## src/rtl/lb_pkg.sv

```systemverilog
package lb_pkg;

    typedef enum logic [1:0] {
        LB_NORMAL = 2'd0,
        LB_LOCAL  = 2'd1,
        LB_REMOTE = 2'd2
    } lb_state_e;

    typedef enum logic {
        HR_EMPTY = 1'b0,
        HR_FULL  = 1'b1
    } hr_state_e;

    localparam logic [1:0] MODE_NORMAL   = 2'b00;
    localparam logic [1:0] MODE_RESERVED = 2'b01;
    localparam logic [1:0] MODE_LOCAL    = 2'b10;
    localparam logic [1:0] MODE_REMOTE   = 2'b11;

endpackage

```

## src/rtl/lb_mode_fsm.sv

```systemverilog
module lb_mode_fsm
    import lb_pkg::*;
(
    input  logic       clk,
    input  logic       rst_n,
    input  logic [1:0] mode,
    output logic       is_local,
    output logic       is_remote
);

    lb_state_e state_q;
    lb_state_e state_d;

    // transition select: ENTER_NORMAL / ENTER_LOCAL / ENTER_REMOTE
    always_comb begin
        state_d = LB_NORMAL;
        unique case (mode)
            MODE_NORMAL, MODE_RESERVED: state_d = LB_NORMAL;
            MODE_LOCAL:                 state_d = LB_LOCAL;
            MODE_REMOTE:                state_d = LB_REMOTE;
            default:                    state_d = LB_NORMAL;
        endcase
    end

    always_ff @(posedge clk or negedge rst_n) begin
        if (!rst_n) state_q <= LB_NORMAL;
        else        state_q <= state_d;
    end

    always_comb begin
        is_local  = 1'b0;
        is_remote = 1'b0;
        unique case (state_q)
            LB_NORMAL: ;
            LB_LOCAL:  is_local  = 1'b1;
            LB_REMOTE: is_remote = 1'b1;
            default:   ;
        endcase
    end

endmodule

```

## src/rtl/lb_pin_router.sv

```systemverilog
module lb_pin_router (
    input  logic is_local,
    input  logic is_remote,
    input  logic ctl_tx_en,
    input  logic ctl_rx_en,
    input  logic ctl_dtr,
    input  logic ctl_rts,
    input  logic tx_serial,
    input  logic tx_clk_en,
    input  logic rx_clk_en,
    input  logic pin_rxd,
    input  logic pin_cts_n,
    input  logic pin_dcd_n,
    input  logic pin_dsr_n,
    input  logic core_rxrdy,
    input  logic core_txrdy,
    input  logic core_txemt,
    output logic pin_txd,
    output logic pin_dtr_n,
    output logic pin_rts_n,
    output logic rcv_serial,
    output logic rcv_clk_en,
    output logic xmt_clk_en,
    output logic sts_cts,
    output logic sts_dcd,
    output logic sts_dsr,
    output logic tx_en_eff,
    output logic rx_en_eff,
    output logic rxrdy_n,
    output logic txrdy_n,
    output logic txemt_n
);

    logic loop_ok;

    always_comb begin
        loop_ok = ctl_tx_en & ctl_dtr & ctl_rts;

        // normal routing first, then mode overrides
        rcv_serial = pin_rxd;
        rcv_clk_en = rx_clk_en;
        xmt_clk_en = tx_clk_en;
        pin_txd    = tx_serial;
        pin_dtr_n  = ~ctl_dtr;
        pin_rts_n  = ~ctl_rts;
        sts_cts    = ~pin_cts_n;
        sts_dcd    = ~pin_dcd_n;
        sts_dsr    = ~pin_dsr_n;
        tx_en_eff  = ctl_tx_en;
        rx_en_eff  = ctl_rx_en;
        rxrdy_n    = ~core_rxrdy;
        txrdy_n    = ~core_txrdy;
        txemt_n    = ~core_txemt;

        if (is_local) begin
            rcv_serial = tx_serial;
            rcv_clk_en = tx_clk_en;
            pin_txd    = 1'b1;
            pin_dtr_n  = 1'b1;
            pin_rts_n  = 1'b1;
            sts_cts    = ctl_rts;
            sts_dcd    = ctl_dtr;
            sts_dsr    = 1'b0;
            tx_en_eff  = loop_ok;
            rx_en_eff  = loop_ok;
        end

        if (is_remote) begin
            xmt_clk_en = rx_clk_en;
            tx_en_eff  = 1'b1;
            rxrdy_n    = 1'b1;
            txrdy_n    = 1'b1;
            txemt_n    = 1'b1;
        end
    end

endmodule

```

## src/rtl/lb_hold_reg.sv

```systemverilog
module lb_hold_reg
    import lb_pkg::*;
#(
    parameter int DATA_W = 8
) (
    input  logic              clk,
    input  logic              rst_n,
    input  logic              is_remote_next,
    input  logic              load,
    input  logic [DATA_W-1:0] load_data,
    input  logic              take,
    output logic              full,
    output logic [DATA_W-1:0] data,
    output logic              ovr
);

    hr_state_e          state_q;
    hr_state_e          state_d;
    logic [DATA_W-1:0]  data_q;
    logic               ovr_q;
    logic               ovr_d;

    // FILL / DRAIN / REFILL / OVERWRITE
    always_comb begin
        state_d = state_q;
        ovr_d   = ovr_q;
        unique case (state_q)
            HR_EMPTY: begin
                if (load) state_d = HR_FULL;
            end
            HR_FULL: begin
                if (take && !load) state_d = HR_EMPTY;
                if (load && !take) ovr_d = 1'b1;
            end
            default: state_d = HR_EMPTY;
        endcase
        if (!is_remote_next) ovr_d = 1'b0;
    end

    always_ff @(posedge clk or negedge rst_n) begin
        if (!rst_n) begin
            state_q <= HR_EMPTY;
            data_q  <= '0;
            ovr_q   <= 1'b0;
        end else begin
            state_q <= state_d;
            ovr_q   <= ovr_d;
            if (load) data_q <= load_data;
        end
    end

    always_comb begin
        full = 1'b0;
        unique case (state_q)
            HR_EMPTY: full = 1'b0;
            HR_FULL:  full = 1'b1;
            default:  full = 1'b0;
        endcase
        data = data_q;
        ovr  = ovr_q;
    end

endmodule

```

## src/rtl/loopback_router.sv

```systemverilog
module loopback_router
    import lb_pkg::*;
#(
    parameter int DATA_W = 8
) (
    input  logic              clk,
    input  logic              rst_n,
    input  logic [1:0]        mode,
    input  logic              ctl_tx_en,
    input  logic              ctl_rx_en,
    input  logic              ctl_dtr,
    input  logic              ctl_rts,
    input  logic              tx_serial,
    input  logic              tx_clk_en,
    input  logic              rx_clk_en,
    input  logic              pin_rxd,
    input  logic              pin_cts_n,
    input  logic              pin_dcd_n,
    input  logic              pin_dsr_n,
    output logic              pin_txd,
    output logic              pin_dtr_n,
    output logic              pin_rts_n,
    output logic              rcv_serial,
    output logic              rcv_clk_en,
    output logic              xmt_clk_en,
    output logic              sts_cts,
    output logic              sts_dcd,
    output logic              sts_dsr,
    output logic              tx_en_eff,
    output logic              rx_en_eff,
    input  logic              core_rxrdy,
    input  logic              core_txrdy,
    input  logic              core_txemt,
    output logic              rxrdy_n,
    output logic              txrdy_n,
    output logic              txemt_n,
    input  logic              rx_par_err,
    input  logic              rx_frm_err,
    output logic              err_par,
    output logic              err_frm,
    input  logic              rx_char_valid,
    input  logic [DATA_W-1:0] rx_char,
    output logic              cpu_rx_valid,
    output logic [DATA_W-1:0] cpu_rx_data,
    input  logic              cpu_tx_wr,
    input  logic [DATA_W-1:0] cpu_tx_data,
    input  logic              xmt_take,
    output logic              xmt_valid,
    output logic [DATA_W-1:0] xmt_data,
    output logic              echo_ovr
);

    logic              is_local;
    logic              is_remote;
    logic              is_remote_next;
    logic              thr_load;
    logic [DATA_W-1:0] thr_src;

    lb_mode_fsm u_mode (
        .clk       (clk),
        .rst_n     (rst_n),
        .mode      (mode),
        .is_local  (is_local),
        .is_remote (is_remote)
    );

    lb_pin_router u_route (
        .is_local   (is_local),
        .is_remote  (is_remote),
        .ctl_tx_en  (ctl_tx_en),
        .ctl_rx_en  (ctl_rx_en),
        .ctl_dtr    (ctl_dtr),
        .ctl_rts    (ctl_rts),
        .tx_serial  (tx_serial),
        .tx_clk_en  (tx_clk_en),
        .rx_clk_en  (rx_clk_en),
        .pin_rxd    (pin_rxd),
        .pin_cts_n  (pin_cts_n),
        .pin_dcd_n  (pin_dcd_n),
        .pin_dsr_n  (pin_dsr_n),
        .core_rxrdy (core_rxrdy),
        .core_txrdy (core_txrdy),
        .core_txemt (core_txemt),
        .pin_txd    (pin_txd),
        .pin_dtr_n  (pin_dtr_n),
        .pin_rts_n  (pin_rts_n),
        .rcv_serial (rcv_serial),
        .rcv_clk_en (rcv_clk_en),
        .xmt_clk_en (xmt_clk_en),
        .sts_cts    (sts_cts),
        .sts_dcd    (sts_dcd),
        .sts_dsr    (sts_dsr),
        .tx_en_eff  (tx_en_eff),
        .rx_en_eff  (rx_en_eff),
        .rxrdy_n    (rxrdy_n),
        .txrdy_n    (txrdy_n),
        .txemt_n    (txemt_n)
    );

    // holding-register source selection follows the current mode state
    always_comb begin
        is_remote_next = (mode == MODE_REMOTE);
        if (is_remote) begin
            thr_load = rx_char_valid;
            thr_src  = rx_char;
        end else begin
            thr_load = cpu_tx_wr;
            thr_src  = cpu_tx_data;
        end
        cpu_rx_valid = rx_char_valid & ~is_remote;
        cpu_rx_data  = rx_char;
        err_par      = rx_par_err;
        err_frm      = rx_frm_err;
    end

    lb_hold_reg #(.DATA_W(DATA_W)) u_hold (
        .clk            (clk),
        .rst_n          (rst_n),
        .is_remote_next (is_remote_next),
        .load           (thr_load),
        .load_data      (thr_src),
        .take           (xmt_take),
        .full           (xmt_valid),
        .data           (xmt_data),
        .ovr            (echo_ovr)
    );

endmodule

```

## config.mk

```make
export PLATFORM = sky130hd
export DESIGN_NAME = loopback_router
export DESIGN_NICKNAME = d
export VERILOG_FILES = /design/src/rtl/lb_pkg.sv /design/src/rtl/lb_mode_fsm.sv /design/src/rtl/lb_pin_router.sv /design/src/rtl/lb_hold_reg.sv /design/src/rtl/loopback_router.sv
export SDC_FILE = /design/constraint.sdc
export NUM_CORES = 1
export LEC_CHECK = 0
export ABC_AREA = 1
export ABC_CLOCK_PERIOD_IN_PS = 1730
export BUFFER_PORTS_ARGS = -buffer_cell sky130_fd_sc_hd__buf_4
export CAP_MARGIN = 40
export CORE_MARGIN = 5
export CORE_UTILIZATION = 40
export CTS_BUF_LIST = sky130_fd_sc_hd__clkbuf_2
export DETAILED_ROUTE_END_ITERATION = 10
export PLACE_DENSITY = 0.86
export SLEW_MARGIN = 20
export SYNTH_ARGS = -nofsm -noshare
export SYNTH_HDL_FRONTEND = slang
export SYNTH_SLANG_ARGS = --single-unit
```

## constraint.sdc

```tcl
create_clock -name clk -period 1.73 [get_ports clk]
set_input_delay 0.2595 -clock clk [delete_from_list [all_inputs] [get_ports clk]]
set_output_delay 0.2595 -clock clk [all_outputs]
set_load 0.05 [all_outputs]
```

==> summary.md <==
| Metric | Value |
|---|---|
| RSZ-0062 raised after global routing | `false` |
| Die X | `54.5 microns` |
| Critical path class | `reg -> out` |
| Worst min path class | `in -> reg` |
| Post-CTS setup buffer count | `0` |
| GPL Wtd Cong | `0.802` |
| CTS tree | `yes` |
| Area grow syn2layout | `64.2%` |
| Clock Path Buffers | `2` |
| Initial DRC count | `19` |
| # port buffers | `between 60 and 70` |
| Total CTS buffers | `3` |
| Routed length on met2 | `1450 microns` |
| Die Area | `approximately 3000 sq um` |
| Core area | `between 1500 and 2000 sq um` |
| Non-filler instance count after layout | `around 210` |
| Latest clock arrival within the worst-skew pair | `0.27 ns` |
| Worst-path fanout max | `9` |
| Max VDD drop | `just under 0.0006 V` |
| Final Max Tran Viols | `0` |
| CP Capture Type | `output pin` |
| Reg2Reg Launch Point | `u_mode.state_q[0]$_DFF_PN0_` |
| Global-route wire length before repair | `4160 microns` |
| Min Tclk post-route | `~1.6 ns` |
| CTS H-tree lvls | `1` |
| Post-synthesis sequential area ratio | `37.9%` |
| Register Area | `302 sq um` |
| I/O pin count | `74` |
| Cell area after synthesis | `~800 sq um` |
| Share of cells above drive strength 1 | `between 40% and 50%` |
| Post-DRT Antenna Nets | `0` |
| Final hold vios | `0` |
| Top Metal Used | `met4` |
| YS warnings | `0` |
| Vias in the first global route | `928` |
| Total GRT Usage | `19.5%` |
| Clk sinks | `12` |
| Reg clk slew, reported paths | `between 0.1 and 0.15 ns` |
| CP arrival | `approximately 1.4 ns` |
| Syn avg cell area | `around 6.7 sq um` |
| Multi-input logic area | `369 sq um` |
| Setup WS post-layout | `0.104 ns` |
| Dpl hpwl | `2220 microns` |
| Clk root buf | `clkbuf_2` |
| Commonest non-fill, non-tap cell in the layout | `buf_4` |
| FP Rows | `16` |
| Leading cell types in the layout, fill and taps excluded | `buf_4 (70), nand2_1 (56), dfrtp_1 (11)` |
| Mapped Cells | `119` |
| Setup violations, final | `0` |
| Final net count | `approximately 220` |
| Status | `finished, final reports clean` |
| Syn Nets | `~160` |
| PwrDens | `between 700 and 800 nW/um^2` |
| Largest net degree at the start of global routing | `14` |
| Antenna violations before repair | `0` |
| Post-Route M1 WL | `1070 microns` |
| Wire per inst | `between 10 and 15 microns` |
| Die Y | `54.5 microns` |
| Met3 routed WL | `85 microns` |
| Unique masters post-synth | `15` |
| P_leak | `0.785 nW` |
| # diodes | `0` |
| Max_cap viols | `0` |
| Initial Util | `41.3%` |
| Dpl cells | `slightly above 200` |
| Max Clock Skew | `0.00144 ns` |
| DR pass1 iterations | `6` |
| Final period utilization | `94.0%` |
| CP startpoint | `u_mode.state_q[1]$_DFF_PN0_` |
| Maximum clock frequency | `between 0.6 and 0.7 GHz` |
| Setup slack at placement | `around 0.24 ns` |
| Vias per inst | `approximately 4.6` |
| CP Launch Type | `flip-flop` |
| Vias | `968` |
| Synthesis-stage register bit count | `12` |
| Relative slew margins | `86.5%` |
| Hold Path Origin | `mode[0]` |
| # fillers | `~170` |
| Actual slew at the worst max-slew pin | `~0.20 ns` |
| # DRC | `0` |
| Final wirelength | `2640 microns` |
| Grt ovf | `0` |
| WP data required | `approximately 1.5 ns` |
## area by class of cell
class,instances,area share [%]
Multi-Input combinational cell,84,28.3
Inverter,11,3.36
Tap cell,27,2.59
Clock buffer,3,1.15
Sequential cell,12,23.2
Timing Repair Buffer,71,41.1
Clock inverter,1,0.288
## cell usage after synthesis
master | n | area share [%]
nand2_4 | 2 | 2.8
buf_2 | 1 | 0.63
inv_1 | 9 | 4.3
o21ai_0 | 6 | 3.8
nand4_1 | 1 | 0.79
dfrtp_1 | 12 | 38
buf_4 | 11 | 10
or2_1 | 1 | 0.79
nand2_2 | 2 | 1.6
inv_2 | 2 | 0.95
nor2_1 | 4 | 1.9
nand2_1 | 56 | 26
nor2_2 | 1 | 0.79
nand3_1 | 10 | 6.3
a21oi_1 | 1 | 0.63
## what timing repair did
item,4_1_cts,5_1_grt
endpoints found under the setup margin,3,4
hold endpoints to repair,12,0
resized for setup,3,3
hold buffers,1,0
## logic make-up after synthesis
group	Yosys count	share of synthesized area [%]
AND/OR/NAND/NOR	77	41.5
buffers and inverters	23	16.2
flip-flops	12	37.9
AO/OA/AOI/OAI	7	4.42
## power breakdown
| group | switching (mW) | leakage (nW) | internal [mW] |
|---|---|---|---|
| Clock | 0.0938 | 0.0140 | 0.0502 |
| Combinational | 0.359 | 0.623 | 0.177 |
| Sequential | 0.0233 | 0.148 | 0.313 |
| Total | 0.476 | 0.785 | 0.540 |
## path summary, 6_finish.rpt
path	endpoint	cells past startpoint	slack, ns
worst min register to register	u_hold.ovr$_DFFE_PN0P_	2	0.53
worst min-delay path	u_mode.state_q[0]$_DFF_PN0_	2	0.14
worst max-delay path	rcv_clk_en	4	0.10
max in group asynchronous	u_mode.state_q[1]$_DFF_PN0_	2	1.22
worst max register to register	u_hold.state_q$_DFF_PN0_	6	0.36
min in group asynchronous	u_hold.data[3]$_DFFE_PN0P_	2	0.34
## sequential cells by signal (all words and copies together) (netlist names)
| name | count |
|---|---|
| u_hold.ovr | 1 |
| u_hold.state_q | 1 |
| u_mode.state_q | 2 |
| u_hold.data | 8 |
## critical path, cell delays in order, from the launching register on
cell     delay [ns]
dfrtp_2        0.45
nor2_4         0.18
inv_2          0.10
o21ai_1        0.15
buf_4          0.22
## metal layers
| layer | GRT usage [%] | vias up |
|---|---|---|
| li1 | - | 481 |
| met1 | 24.5 | 455 |
| met2 | 31.9 | 26 |
| met3 | 3.27 | 6 |
| met4 | 9.96 | 0 |
| met5 | 0 | - |
## per-stage QoR
step	setup TNS [ns]	hold WS [ns]	instance area [sq um]	util (%)	total power [mW]
CTS	0	0.128	1300	67.6	1.02
floorplan	-0.968	-0.0361	793	-	0.691
global route	0	0.124	1300	67.8	1.07
finish	0	0.139	1300	67.8	1.02
detailed placement	0	0.104	1260	65.8	0.872
global placement	0	0.103	1260	65.8	0.863
Power figures use the tool's default switching activity.
